$ cat src/rtl/mw_pkg.sv
package mw_pkg;

  typedef enum logic [3:0] {
    ST_IDLE,
    ST_SETUP_LO,
    ST_SETUP_CS,
    ST_RD_CMD,
    ST_RD_IN,
    ST_EN_CMD,
    ST_SB_PRE,
    ST_WR_CMD,
    ST_SB_ARM,
    ST_POLL,
    ST_SB_POST,
    ST_DIS_CMD,
    ST_CLEAN
  } mw_state_e;

  typedef struct packed {
    logic cs;
    logic sk;
    logic di;
  } mw_pins_t;

  localparam int OPC_W     = 3;
  localparam int CTL_W     = 5;
  localparam int CTL_PAD_W = 4;

  localparam logic [OPC_W-1:0] OPC_READ  = 3'b110;
  localparam logic [OPC_W-1:0] OPC_WRITE = 3'b101;
  localparam logic [CTL_W-1:0] OPC_WEN   = 5'b10011;
  localparam logic [CTL_W-1:0] OPC_WDIS  = 5'b10000;

endpackage

$ cat src/rtl/mw_step_timer.sv
module mw_step_timer #(
  parameter int STEP_CYCLES = 5000
) (
  input  logic clk,
  input  logic rst_n,
  input  logic run,
  output logic step_end
);
  localparam int CNT_W = (STEP_CYCLES > 2) ? $clog2(STEP_CYCLES) : 1;
  localparam logic [CNT_W-1:0] LAST = CNT_W'(STEP_CYCLES - 1);

  logic [CNT_W-1:0] cnt_q, cnt_d;

  assign step_end = run && (cnt_q == LAST);

  always_comb begin
    if (!run || step_end) cnt_d = '0;
    else                  cnt_d = cnt_q + 1'b1;
  end

  always_ff @(posedge clk or negedge rst_n) begin
    if (!rst_n) cnt_q <= '0;
    else        cnt_q <= cnt_d;
  end

  // the step counter never passes the last count of a step
  p_cnt_bound_r3: assert property (@(posedge clk) disable iff (!rst_n)
    cnt_q <= LAST);

endmodule

$ cat src/rtl/mw_sync.sv
module mw_sync #(
  parameter int STAGES = 2
) (
  input  logic clk,
  input  logic rst_n,
  input  logic d,
  output logic q
);
  logic [STAGES-1:0] stg_q;

  generate
    for (genvar i = 0; i < STAGES; i++) begin : g_stage
      if (i == 0) begin : g_first
        always_ff @(posedge clk or negedge rst_n) begin
          if (!rst_n) stg_q[i] <= 1'b0;
          else        stg_q[i] <= d;
        end
      end else begin : g_rest
        always_ff @(posedge clk or negedge rst_n) begin
          if (!rst_n) stg_q[i] <= 1'b0;
          else        stg_q[i] <= stg_q[i-1];
        end
      end
    end
  endgenerate

  assign q = stg_q[STAGES-1];

endmodule

$ cat src/rtl/mw_rx_shift.sv
module mw_rx_shift #(
  parameter int DATA_W = 16
) (
  input  logic              clk,
  input  logic              rst_n,
  input  logic              shift_en,
  input  logic              bit_in,
  output logic [DATA_W-1:0] word
);
  logic [DATA_W-1:0] word_q;

  always_ff @(posedge clk or negedge rst_n) begin
    if (!rst_n)        word_q <= '0;
    else if (shift_en) word_q <= {word_q[DATA_W-2:0], bit_in};
  end

  assign word = word_q;

endmodule

$ cat src/rtl/mw_seq.sv
module mw_seq
  import mw_pkg::*;
#(
  parameter int ADDR_W     = 6,
  parameter int DATA_W     = 16,
  parameter int POLL_LIMIT = 200
) (
  input  logic              clk,
  input  logic              rst_n,
  input  logic              req,
  input  logic              req_wr,
  input  logic [ADDR_W-1:0] req_addr,
  input  logic [DATA_W-1:0] req_wdata,
  input  logic              step_end,
  input  logic              dout_s,
  output logic              busy,
  output logic              done,
  output logic              err,
  output logic              rx_shift,
  output mw_pins_t          pins
);
  localparam int FRAME_W   = OPC_W + ADDR_W + DATA_W;
  localparam int CTL_FRAME = CTL_W + CTL_PAD_W;
  localparam int RD_FRAME  = OPC_W + ADDR_W;
  localparam int BIT_W     = $clog2(FRAME_W + 1);
  localparam int POLL_W    = $clog2(POLL_LIMIT + 1);

  mw_state_e          state_q, state_d;
  logic [1:0]         sub_q, sub_d;
  logic [BIT_W-1:0]   bits_q, bits_d;
  logic [FRAME_W-1:0] sh_q, sh_d;
  logic [POLL_W-1:0]  poll_q, poll_d;
  logic               err_q, err_d;
  logic               done_q, done_d;
  logic               wr_q;
  logic [ADDR_W-1:0]  addr_q;
  logic [DATA_W-1:0]  data_q;
  mw_pins_t           pins_q, pins_d;
  logic               accept;

  logic [FRAME_W-1:0] frame_rd, frame_wr, frame_wen, frame_wds;

  assign frame_rd  = {OPC_READ, addr_q, {DATA_W{1'b0}}};
  assign frame_wr  = {OPC_WRITE, addr_q, data_q};
  assign frame_wen = {OPC_WEN, {CTL_PAD_W{1'b0}}, {(FRAME_W-CTL_FRAME){1'b0}}};
  assign frame_wds = {OPC_WDIS, {CTL_PAD_W{1'b0}}, {(FRAME_W-CTL_FRAME){1'b0}}};

  assign accept = (state_q == ST_IDLE) && req;

  // next-state logic
  always_comb begin
    state_d  = state_q;
    sub_d    = sub_q;
    bits_d   = bits_q;
    sh_d     = sh_q;
    poll_d   = poll_q;
    err_d    = err_q;
    done_d   = 1'b0;
    rx_shift = 1'b0;
    if (state_q == ST_IDLE) begin
      if (req) begin
        state_d = ST_SETUP_LO;
        sub_d   = 2'd0;
        err_d   = 1'b0;
      end
    end else if (step_end) begin
      case (state_q)
        ST_SETUP_LO: state_d = ST_SETUP_CS;
        ST_SETUP_CS: begin
          sub_d = 2'd0;
          if (wr_q) begin
            state_d = ST_EN_CMD;
            sh_d    = frame_wen;
            bits_d  = BIT_W'(CTL_FRAME);
          end else begin
            state_d = ST_RD_CMD;
            sh_d    = frame_rd;
            bits_d  = BIT_W'(RD_FRAME);
          end
        end
        ST_RD_CMD, ST_EN_CMD, ST_WR_CMD, ST_DIS_CMD: begin
          if (sub_q == 2'd2) begin
            sub_d  = 2'd0;
            sh_d   = {sh_q[FRAME_W-2:0], 1'b0};
            bits_d = bits_q - 1'b1;
            if (bits_q == BIT_W'(1)) begin
              case (state_q)
                ST_RD_CMD: begin
                  state_d = ST_RD_IN;
                  bits_d  = BIT_W'(DATA_W);
                end
                ST_EN_CMD: state_d = ST_SB_PRE;
                ST_WR_CMD: state_d = ST_SB_ARM;
                default:   state_d = ST_CLEAN;
              endcase
            end
          end else begin
            sub_d = sub_q + 1'b1;
          end
        end
        ST_RD_IN: begin
          if (sub_q == 2'd0) begin
            rx_shift = 1'b1;
            sub_d    = 2'd1;
          end else begin
            sub_d  = 2'd0;
            bits_d = bits_q - 1'b1;
            if (bits_q == BIT_W'(1)) state_d = ST_CLEAN;
          end
        end
        ST_SB_PRE, ST_SB_ARM, ST_SB_POST: begin
          if (sub_q == 2'd3) begin
            sub_d = 2'd0;
            case (state_q)
              ST_SB_PRE: begin
                state_d = ST_WR_CMD;
                sh_d    = frame_wr;
                bits_d  = BIT_W'(FRAME_W);
              end
              ST_SB_ARM: begin
                state_d = ST_POLL;
                poll_d  = '0;
              end
              default: begin
                state_d = ST_DIS_CMD;
                sh_d    = frame_wds;
                bits_d  = BIT_W'(CTL_FRAME);
              end
            endcase
          end else begin
            sub_d = sub_q + 1'b1;
          end
        end
        ST_POLL: begin
          if (dout_s) begin
            state_d = ST_SB_POST;
          end else if (poll_q == POLL_W'(POLL_LIMIT - 1)) begin
            err_d   = 1'b1;
            state_d = ST_SB_POST;
          end else begin
            poll_d = poll_q + 1'b1;
          end
        end
        ST_CLEAN: begin
          if (sub_q == 2'd2) begin
            state_d = ST_IDLE;
            sub_d   = 2'd0;
            done_d  = 1'b1;
          end else begin
            sub_d = sub_q + 1'b1;
          end
        end
        default: state_d = ST_IDLE;
      endcase
    end
  end

  // pin levels for the step in progress
  always_comb begin
    pins_d = '0;
    case (state_q)
      ST_SETUP_CS: pins_d.cs = 1'b1;
      ST_RD_CMD, ST_EN_CMD, ST_WR_CMD, ST_DIS_CMD: begin
        pins_d.cs = 1'b1;
        pins_d.di = sh_q[FRAME_W-1];
        pins_d.sk = (sub_q == 2'd1);
      end
      ST_RD_IN: begin
        pins_d.cs = 1'b1;
        pins_d.sk = (sub_q == 2'd0);
      end
      ST_SB_PRE, ST_SB_ARM, ST_SB_POST: begin
        pins_d.cs = sub_q[1];
        pins_d.sk = (sub_q == 2'd1) || (sub_q == 2'd2);
      end
      ST_POLL:  pins_d.cs = 1'b1;
      ST_CLEAN: pins_d.sk = (sub_q == 2'd1);
      default:  pins_d = '0;
    endcase
  end

  always_ff @(posedge clk or negedge rst_n) begin
    if (!rst_n) begin
      state_q <= ST_IDLE;
      sub_q   <= '0;
      bits_q  <= '0;
      sh_q    <= '0;
      poll_q  <= '0;
      err_q   <= 1'b0;
      done_q  <= 1'b0;
      pins_q  <= '0;
    end else begin
      state_q <= state_d;
      sub_q   <= sub_d;
      bits_q  <= bits_d;
      sh_q    <= sh_d;
      poll_q  <= poll_d;
      err_q   <= err_d;
      done_q  <= done_d;
      pins_q  <= pins_d;
    end
  end

  // request capture, enabled only on acceptance
  always_ff @(posedge clk or negedge rst_n) begin
    if (!rst_n) begin
      wr_q   <= 1'b0;
      addr_q <= '0;
      data_q <= '0;
    end else if (accept) begin
      wr_q   <= req_wr;
      addr_q <= req_addr;
      data_q <= req_wdata;
    end
  end

  assign busy = (state_q != ST_IDLE);
  assign done = done_q;
  assign err  = err_q;
  assign pins = pins_q;

  // a request seen while busy never ends the transaction early
  p_busy_req_r2: assert property (@(posedge clk) disable iff (!rst_n)
    (busy && req) |=> (busy || done_q));

  // the poll count stays inside its limit
  p_poll_bound_r8: assert property (@(posedge clk) disable iff (!rst_n)
    (state_q == ST_POLL) |-> (poll_q < POLL_W'(POLL_LIMIT)));

  // done lasts exactly one cycle
  p_done_pulse_r9: assert property (@(posedge clk) disable iff (!rst_n)
    done_q |=> !done_q);

  // a fresh transaction starts with the error flag clear
  p_err_clear_r10: assert property (@(posedge clk) disable iff (!rst_n)
    $rose(busy) |-> !err_q);

endmodule

$ cat src/rtl/mw_eeprom_master.sv
module mw_eeprom_master
  import mw_pkg::*;
#(
  parameter int STEP_CYCLES = 5000,
  parameter int POLL_LIMIT  = 200,
  parameter int ADDR_W      = 6,
  parameter int DATA_W      = 16
) (
  input  logic              clk,
  input  logic              rst_n,
  input  logic              req_valid,
  input  logic              req_write,
  input  logic [ADDR_W-1:0] req_addr,
  input  logic [DATA_W-1:0] req_wdata,
  output logic              busy,
  output logic              done,
  output logic              err,
  output logic [DATA_W-1:0] rdata,
  output logic              ee_cs,
  output logic              ee_sk,
  output logic              ee_di,
  input  logic              ee_do
);
  localparam int SYNC_STAGES = 2;

  logic [1:0] rst_pipe_q;
  logic       rst_core_n;
  logic       step_end;
  logic       dout_s;
  logic       rx_shift;
  mw_pins_t   pins;

  // asynchronous assertion, synchronous release
  always_ff @(posedge clk or negedge rst_n) begin
    if (!rst_n) rst_pipe_q <= 2'b00;
    else        rst_pipe_q <= {rst_pipe_q[0], 1'b1};
  end
  assign rst_core_n = rst_pipe_q[1];

  mw_step_timer #(.STEP_CYCLES(STEP_CYCLES)) u_timer (
    .clk      (clk),
    .rst_n    (rst_core_n),
    .run      (busy),
    .step_end (step_end)
  );

  mw_sync #(.STAGES(SYNC_STAGES)) u_do_sync (
    .clk   (clk),
    .rst_n (rst_core_n),
    .d     (ee_do),
    .q     (dout_s)
  );

  mw_rx_shift #(.DATA_W(DATA_W)) u_rx (
    .clk      (clk),
    .rst_n    (rst_core_n),
    .shift_en (rx_shift),
    .bit_in   (dout_s),
    .word     (rdata)
  );

  mw_seq #(
    .ADDR_W     (ADDR_W),
    .DATA_W     (DATA_W),
    .POLL_LIMIT (POLL_LIMIT)
  ) u_seq (
    .clk       (clk),
    .rst_n     (rst_core_n),
    .req       (req_valid),
    .req_wr    (req_write),
    .req_addr  (req_addr),
    .req_wdata (req_wdata),
    .step_end  (step_end),
    .dout_s    (dout_s),
    .busy      (busy),
    .done      (done),
    .err       (err),
    .rx_shift  (rx_shift),
    .pins      (pins)
  );

  assign ee_cs = pins.cs;
  assign ee_sk = pins.sk;
  assign ee_di = pins.di;

  // with no transaction running the pins rest low
  p_idle_quiet_r1: assert property (@(posedge clk) disable iff (!rst_core_n)
    (!busy && $past(!busy)) |-> !(ee_cs || ee_sk || ee_di));

  // pins move only at step boundaries
  p_pin_step_r3: assert property (@(posedge clk) disable iff (!rst_core_n)
    !$stable({ee_cs, ee_sk, ee_di}) |-> $past(step_end, 2));

endmodule

$ cat config.mk
export PLATFORM = sky130hd
export DESIGN_NAME = mw_eeprom_master
export DESIGN_NICKNAME = d
export VERILOG_FILES = /design/src/rtl/mw_pkg.sv /design/src/rtl/mw_step_timer.sv /design/src/rtl/mw_sync.sv /design/src/rtl/mw_rx_shift.sv /design/src/rtl/mw_seq.sv /design/src/rtl/mw_eeprom_master.sv
export SDC_FILE = /design/constraint.sdc
export NUM_CORES = 1
export LEC_CHECK = 0
export BUFFER_PORTS_ARGS = -buffer_cell sky130_fd_sc_hd__buf_2
export CAP_MARGIN = 20
export CORE_ASPECT_RATIO = 1.4
export CORE_MARGIN = 4
export CORE_UTILIZATION = 35
export DETAILED_ROUTE_END_ITERATION = 6
export HOLD_SLACK_MARGIN = 0.12
export PLACE_DENSITY_LB_ADDON = 0.3
export SLEW_MARGIN = 20
export SYNTH_ARGS = -nofsm -noshare
export SYNTH_HDL_FRONTEND = slang
export SYNTH_SLANG_ARGS = --single-unit
$ cat constraint.sdc
create_clock -name clk -period 3.1 [get_ports clk]
set_input_delay 0.31 -clock clk [delete_from_list [all_inputs] [get_ports clk]]
set_output_delay 0.31 -clock clk [all_outputs]
set_load 0.03 [all_outputs]
==> impl_metrics.yaml, run 1 <==
status:
  status: "completed"
synth:
  yosysTopAreaCell: "dfrtp_1"
  synth.distinct_cells: 56
  yosys-top-cells-area: "dfrtp_1, mux2_2, nor2_1"
  seq_area_frac_synth_pct: 53.76
  synth.net_count: 492
  postSynthAreaPerCell_um2: 10.69
  syn-cell-area_um2: 4887
  synth-edff-count: 0
  syn_inst: 457
  synth_ff_type: "dfrtp_1"
  synth_top_area_share_pct: 53.76
  yosysWarnings: 0
  ys_async_sr_fraction_pct: 100.0
  ys_seq_elements: 105
die:
  io-pin-count: 49
  design.core.area_um2: 13510
  fp.dieW_um: 107.9
  dieArea_um2: 15940
  core.rowCount: 50
  start_util_pct: 36.17
  die_h_um: 147.8
grt:
  grt_remaining_overflow: 0
  grt_max_degree: 58
  antenna_found_initial: 0
  grt_pass1_wl_um: 17750
  grt_pass1_vias: 3635
  grt_util_all_layers_pct: 13.66
clocking:
  cts_buffers: 9
  cts_max_level: 3
  cts_buffer_depth: 2
  cts_root_buffer: "clkbuf_16"
  clock_sinks: 105
  post_cts_buffers: 0
  clkTransAtPathRegs_ps: 70
  cts_tree: "done"
  clk_latency_ps: 340
layout:
  antenna_cells: 0
  final_nets: 546
  layout_common_cells: "dfrtp_1, nor2_1, buf_2, mux2_2, a21oi_1"
  drive_gt1_share_pct: 25.00
  fin_area_um2: 5758
  n_fill_cell: 1325
  post-route-util_pct: 42.61
  syn2layout_area_growth_pct: 17.82
  layout_commonest_cell: "dfrtp_1"
hold_path:
  hp-class: "in2reg"
timing:
  final-hold-violation-count: 0
  setup_ws_ps: 538.8
  finalCriticalPeriod_ps: 2561
  fin_crit_sh_pct: 82.62
  tightest_slew_ps: 1013
  slew_headroom_pct: 32.30
  final-setup-viol-count: 0
  fin_setup_tns_ps: 0
  max_freq_mhz: 390.4
  finalMaxSlewViolations: 0
  rsz0062_at_grt: "false"
  fin_worst_skew_ps: 6.986
route:
  viasPerCell: 5.183
  drt_iter0_markers: 265
  drtPass1Iterations: 5
  routedWlPerCell_um: 14.88
  drc: 0
  num_vias: 3618
  finalWirelength_um: 10390
  ant_nets: 0
power:
  switching_share_pct: 20.96
  p_switching_mw: 0.5593
  power_frac_comb_pct: 1.2
  design_power_total_mw: 2.669
  peakVddDrop_v: 0.0002569
  p_per_area_nw_per_um2: 463.5
  intPower_mw: 2.109
  power_leakage_nw: 2.784
  seq_power_share_pct: 52.0
  pwr-share-clk_pct: 46.8
setup_path:
  cp-startpoint: "u_seq.bits_q[1]"
  start_kind: "register"
  endpoint_kind: "register"
  endpoint: "u_seq.state_q[0]"
  slowest_stage: "or4b_2"
  crit_arrival_ps: 2780
  crit_path_max_fanout: 6
  slowest_delay_ps: 690
  critPathRequiredTime_ps: 3320
  worstReg2RegEnd: "u_seq.state_q[0]"
  r2r_start: "u_seq.bits_q[1]"
  cp_cell_sequence: "inv_1 -> ha_1 -> or4b_2 -> a22oi_1 -> nor2_1 -> a2111oi_4 -> buf_4 -> mux2i_1 -> nand3_1"
  reg2reg_slack_ps: 540
  rr_worst_depth: 9
  path_class: "reg2reg"
placed_design:
  gp_congestion: 0.8823
  port_buffers: 48
  pre_cts_ws_ps: 578.8
  dpl_cell_area_um2: 5410
  hpwl_um: 7298
job:
  max-cap-violations: 0
==> logic make-up (layout without fill, tap and decap cells) <==
group           Yosys count  count (layout)  synth area share (%)
fa+ha+maj                 8               8                 2.048
buf+inv                  36              95                 2.867
other cells               1               1               0.07673
compound gates          111             111                 14.93
simple gates            142             142                 14.52
flops                   105             105                 53.76
mux                      42              42                 9.652
xor+xnor                 12              12                 2.151
==> critical path, delay by kind of cell (launching register included) <==
kind,cells,cell delay (ps)
and+or+nand+nor,3,880
AOI/OAI and AO/OA,2,550
DFF,1,400
buffers and inverters,2,300
muxes,1,180
adders and majority gates,1,140
==> registers in the layout, summed over array words and instances, names as in the netlist, 2 cells and up <==
register	cells
u_seq.addr_q	6
u_seq.sh_q	25
u_seq.pins	3
u_rx.word	16
u_seq.sub_q	2
u_seq.bits_q	5
u_seq.poll_q	8
rst_pipe_q	2
u_seq.state_q	4
u_seq.data_q	16
u_timer.cnt_q	13
==> synth_stat cells, types with 2 or more instances <==
cell       count
o21ai_0       25
buf_2          4
xor2_1         9
mux2_2        40
or3_1          2
nor2b_1        4
xnor2_1        3
a21o_1         2
nand2b_1       7
ha_1           8
inv_1         15
nand2_1       22
o31ai_1        3
and3_1         8
a22oi_1       22
nand4_1        7
nor2_1        56
a31oi_1        4
nor3b_1        2
nor3_1         4
dfrtp_1      105
nand3_1       17
o211ai_1       3
a32oi_1        2
clkbuf_1      16
nor4_1         2
a2bb2oi_1      2
a21oi_1       35
==> worst min-delay path by stage <==
| stage | end | slack, ps | depth (start not counted) | from |
|---|---|---|---|---|
| finish | u_seq.err | 180 | 2 | req_valid |
| global route | u_seq.data_q[12] | 180 | 2 | req_wdata[12] |
| CTS | u_seq.err | 160 | 2 | req_valid |
| detailed placement | rst_pipe_q[0] | 100 | 1 | rst_n |
| global placement | rst_pipe_q[0] | 100 | 1 | rst_n |
| floorplan | rst_pipe_q[0] | 10 | 0 | rst_n |
==> repair_timing <==
item                      CTS  global route
resized for setup           0             0
hold endpoints to repair    3             0
hold buffers                2             0
==> power by group through the flow <==
stage	sequential [mW]	clock, mW	combinational, mW
after floorplan	1.42	0	0.000830
final	1.39	1.25	0.0325
after global placement	1.42	0	0.0311
after detailed placement	1.42	0	0.0322
after CTS	1.39	1.29	0.0343
after global routing	1.39	1.35	0.0379
==> through the flow <==
stage,hold slack (ps),instances
5_1_grt,185.0,698
6_report,177.4,698
3_3_place_gp,96.07,680
2_1_floorplan,14.41,457
3_5_place_dp,96.53,680
4_1_cts,160.1,698
==> per-layer routing <==
metal / global-route usage [%] / routed length [µm] / vias up / part of all wire [%]
met5: 0 / 0 / - / 0
met4: 5.938 / 117 / 0 / 1.1
met3: 2.184 / 370 / 12 / 3.6
met2: 23.29 / 5405 / 68 / 52
met1: 16.98 / 4491 / 1786 / 43
li1: - / - / 1752 / -
==> area by class of cell <==
type	instances	area, µm²	area share [%]
inverters	15	56.30	0.9778
flip-flops and latches	105	2631	45.70
clock inverters	6	98.84	1.717
repair buffers	64	377.9	6.562
multi-input cells	316	2137	37.11
clock buffers	10	229.0	3.977
well taps	182	227.7	3.955
Note: power is estimated with default switching activity, not from simulation.
==> inputs of run 2 (changes only) <==
Clock period 3.1 ns to 2.6 ns, I/O delays scaled along.
==> run 2 against run 1 <==
Clock power is 3% higher. Critical path depth is 3 lower. Non-clock buffer count is 8 higher. Flip-flop and latch count stayed put. Critical endpoint is now u_seq.bits_q[2]. Via count is 1.0% higher. Cell area is 0.67% higher. Total power is 12% higher. Setup slack worse by 370 ps. Global-route usage is 0.19 points lower. Fmax is 5.3% higher. First-iteration DRC count is 12% lower. Utilization is 0.29 points higher.
==> impl_metrics.yaml, run 2 (same netlist as run 1, synthesis figures left out) <==
status:
  status: "completed"
clocking:
  clock_sinks: 105
  clk_latency_ps: 340
  cts_buffers: 9
  cts_tree: "done"
  clkTransAtPathRegs_ps: 70
  cts_root_buffer: "clkbuf_16"
  cts_buffer_depth: 2
  post_cts_resized: 0
  cts_max_level: 3
setup_path:
  crit_arrival_ps: 2630
  start_kind: "register"
  endpoint_kind: "register"
  path_class: "reg2reg"
  critPathRequiredTime_ps: 2800
  crit_path_max_fanout: 10
die:
  dieArea_um2: 15940
  core.rowCount: 50
  die_h_um: 147.8
  io-pin-count: 49
  design.core.area_um2: 13510
  fp.dieW_um: 107.9
  start_util_pct: 36.17
power:
  peakVddDrop_v: 0.0003672
  p_per_area_nw_per_um2: 514.8
  power_leakage_nw: 2.802
route:
  drtPass1Iterations: 4
  viasPerCell: 5.177
  finalWirelength_um: 10140
  routedWlPerCell_um: 14.36
  drc: 0
  drt_iter0_markers: 232
  ant_nets: 0
  num_vias: 3655
placed_design:
  hpwl_um: 7284
  port_buffers: 48
  gp_congestion: 0.9338
  pre_cts_ws_ps: 165.2
timing:
  setup_ws_ps: 167.5
  final-setup-viol-count: 0
  final-hold-violation-count: 0
  fin_setup_tns_ps: 0
  rsz0062_at_grt: "false"
  fin_worst_skew_ps: 5.105
  slew_headroom_pct: 52.18
  fin_crit_sh_pct: 93.56
  tightest_slew_ps: 716.5
  finalMaxSlewViolations: 0
  finalCriticalPeriod_ps: 2432
  max_freq_mhz: 411.1
layout:
  largest_reg_flops: 25
  drive_gt1_share_pct: 26.53
  final_nets: 554
  largest_register: "u_seq.sh_q"
  antenna_cells: 0
  layout_common_cells: "dfrtp_1, nor2_1, buf_2, mux2_2, a21oi_1"
  layout_commonest_cell: "dfrtp_1"
  syn2layout_area_growth_pct: 18.61
grt:
  grt_max_degree: 60
  grt_util_all_layers_pct: 13.48
  grt_remaining_overflow: 0
  grt_pass1_wl_um: 17770
  antenna_found_initial: 1
  grt_pass1_vias: 3786
hold_path:
  hp-class: "in2reg"
job:
  max-cap-violations: 0
[run 2: path summary, 6_finish.rpt]
| check | to | slack (ps) | start | cells past startpoint |
|---|---|---|---|---|
| max | u_seq.bits_q[2] | 170 | u_timer.cnt_q[3] | 6 |
| max reg2reg | u_seq.bits_q[2] | 170 | u_timer.cnt_q[3] | 6 |
| max in group asynchronous | u_seq.sh_q[24] | 1540 | rst_pipe_q[1] | 1 |
| min | u_seq.data_q[13] | 150 | req_wdata[13] | 2 |
| min in group asynchronous | rst_pipe_q[1] | 220 | rst_n | 2 |
| min reg2reg | u_timer.cnt_q[1] | 350 | rst_pipe_q[1] | 0 |
[run 2: metrics by stage]
step	cell area [µm²]	hold WS, ps	total power, mW	std cells	util (%)
after floorplan	4888	-35.59	1.692	457	-
after global placement	5483	47.42	1.725	688	40.57
after detailed placement	5483	46.97	1.727	688	40.57
after CTS	5794	133.5	3.031	706	42.88
after global routing	5797	137.1	3.118	706	42.90
final	5797	145.7	2.984	706	42.90
[run 2: layout make-up]
class	count	area (µm²)
Inverter	15	56.30
Fill cell	1344	7716
Tap cell	182	227.7
Timing Repair Buffer	72	450.4
Multi-Input combinational cell	316	2140
Clock buffer	10	239.0
Sequential cell	105	2631
Clock inverter	6	52.55
[run 2: per-layer routing]
metal | up-vias | routed length [µm] | track usage [%]
li1 | 1767 | - | -
met4 | 2 | 139 | 4.106
met3 | 14 | 309 | 2.709
met5 | - | 12 | 0
met1 | 1811 | 4264 | 16.44
met2 | 61 | 5413 | 23.79
[run 2: critical path, stage by stage, from the launching register on]
cell and delay [ps]:
dfrtp_1 420, or4b_4 590, nor3_4 220, o221ai_2 170
or3_1 530, o21ai_0 240, o21ai_0 130
[run 2: what timing repair did]
action | in CTS | in global routing
buffers inserted | 0 | 0
setup endpoints to repair | 0 | 0
hold endpoints to repair | 3 | 0
hold buffers | 2 | 0
[run 2: where the power goes]
group / total (mW) / internal, mW / switching, mW
combinational: 0.0426 / 0.0191 / 0.0236
clock: 1.29 / 0.685 / 0.606
sequential: 1.65 / 1.64 / 0.0149
==> inputs of run 3 (changes only) <==
Settings changed: CORE_ASPECT_RATIO 1.4 to not set, CORE_UTILIZATION 35 to 40.
==> run 3 against run 2 <==
Fmax shrank 1.0%. Largest cell class unchanged. Largest power group unchanged. Clock power about the same. Register-to-register slack lost 20 ps. Cell area is 0.67% lower. Critical path depth is 2 higher.
==> impl_metrics.yaml, run 3 (same netlist as run 1, synthesis figures left out) <==
status:
  status: "completed"
timing:
  final-setup-viol-count: 0
  max_freq_mhz: 406.9
  slew_headroom_pct: 60.11
  fin_hold_ws_ps: 139.4
  rsz0062_at_grt: "false"
  final-hold-violation-count: 0
  tightest_slew_ps: 597.7
  finalMaxSlewViolations: 0
  fin_setup_tns_ps: 0
  fin_worst_skew_ps: 9.285
  finalCriticalPeriod_ps: 2457
  fin_crit_sh_pct: 94.52
setup_path:
  cp.depth: 8
  endpoint_kind: "register"
  cp_cell_sequence: "inv_1 -> ha_1 -> or4b_2 -> a22oi_1 -> nor2_1 -> a2111oi_4 -> nand3_1 -> mux2_1"
  slowest_delay_ps: 620
  worst-path-buf-inv: 1
  slowest_stage: "or4b_2"
  cp-startpoint: "u_seq.bits_q[1]"
  crit_path_max_fanout: 3
  path_class: "reg2reg"
  start_kind: "register"
  r2r_start: "u_seq.bits_q[1]"
  critPathRequiredTime_ps: 2840
  rr_worst_depth: 8
  crit_arrival_ps: 2690
  path_delay_family: "simple AND/OR/NAND/NOR gates"
layout:
  antenna_cells: 0
  layout_common_cells: "dfrtp_1, nor2_1, buf_2, mux2_2, a21oi_1"
  syn2layout_area_growth_pct: 17.82
  final_nets: 554
  largest_reg_flops: 25
  layout_commonest_cell: "dfrtp_1"
  drive_gt1_share_pct: 26.15
  largest_register: "u_seq.sh_q"
die:
  dieArea_um2: 14050
  die_h_um: 118.5
  core.rowCount: 40
  fp.dieW_um: 118.5
  io-pin-count: 49
  design.core.area_um2: 11960
  start_util_pct: 40.86
clocking:
  cts_buffers: 9
  cts_tree: "done"
  clock_sinks: 105
  cts_root_buffer: "clkbuf_16"
  clkTransAtPathRegs_ps: 70
  post_cts_buffers: 0
  cts_buffer_depth: 2
  clk_latency_ps: 350
  cts_max_level: 3
grt:
  grt_util_all_layers_pct: 14.79
  antenna_found_initial: 0
  grt_pass1_vias: 3556
  grt_remaining_overflow: 0
  grt_pass1_wl_um: 16990
  grt_max_degree: 80
route:
  drtPass1Iterations: 4
  drc: 0
  viasPerCell: 5.367
  num_vias: 3601
  ant_nets: 0
  finalWirelength_um: 9854
  routedWlPerCell_um: 14.69
  drt_iter0_markers: 249
hold_path:
  hold_start: "req_addr[2]"
  whs_path_depth: 2
  hp-class: "in2reg"
placed_design:
  port_buffers: 48
  gp_congestion: 0.9003
  hpwl_um: 6792
power:
  power_leakage_nw: 2.813
  p_per_area_nw_per_um2: 523.3
  peakVddDrop_v: 0.0005689
job:
  max-cap-violations: 0
==> run 3: per-stage QoR <==
stage	instance area (µm²)	setup WS, ps	total power, mW	cells	util [%]
2_1_floorplan	4888	102.3	1.692	457	-
3_3_place_gp	5431	198.6	1.725	652	45.41
3_5_place_dp	5431	137.2	1.727	652	45.41
4_1_cts	5753	126.8	3.066	671	48.10
5_1_grt	5758	27.20	3.132	671	48.14
6_report	5758	142.6	3.013	671	48.14
==> run 3: layout make-up <==
class | count | area (µm²)
Clock buffer | 13 | 270.3
Multi-Input combinational cell | 316 | 2142
Fill cell | 1125 | 6203
Inverter | 15 | 56.30
Sequential cell | 105 | 2631
Tap cell | 147 | 183.9
Timing Repair Buffer | 72 | 452.9
Clock inverter | 3 | 21.27
==> run 3: power by group <==
group          internal, mW  switching (mW)  total [mW]
sequential             1.64         0.00909        1.65
combinational        0.0201          0.0295      0.0496
clock                 0.730           0.588        1.32
total                  2.39           0.627        3.01
==> run 3: per-layer routing <==
layer	part of all wire (%)	track usage, %	wire, µm	vias up
met1	46	19.28	4484	1745
li1	-	-	-	1765
met2	48	23.66	4714	83
met3	5.2	4.689	513	8
met5	0	0	0	-
met4	1.4	4.417	141	0
==> run 3: worst paths after layout <==
check / slack, ps / to
min: 140 / u_seq.addr_q[2]
max: 140 / u_seq.state_q[3]
min in group asynchronous: 220 / rst_pipe_q[1]
max reg2reg: 140 / u_seq.state_q[3]
min reg2reg: 240 / u_seq.state_q[0]
max in group asynchronous: 1640 / u_seq.data_q[7]
==> run 3: repair_timing <==
action                     in CTS  in global routing
setup endpoints to repair       0                  1
hold buffers                    3                  0
gates resized for setup         0                  1
hold endpoints to repair        4                  0
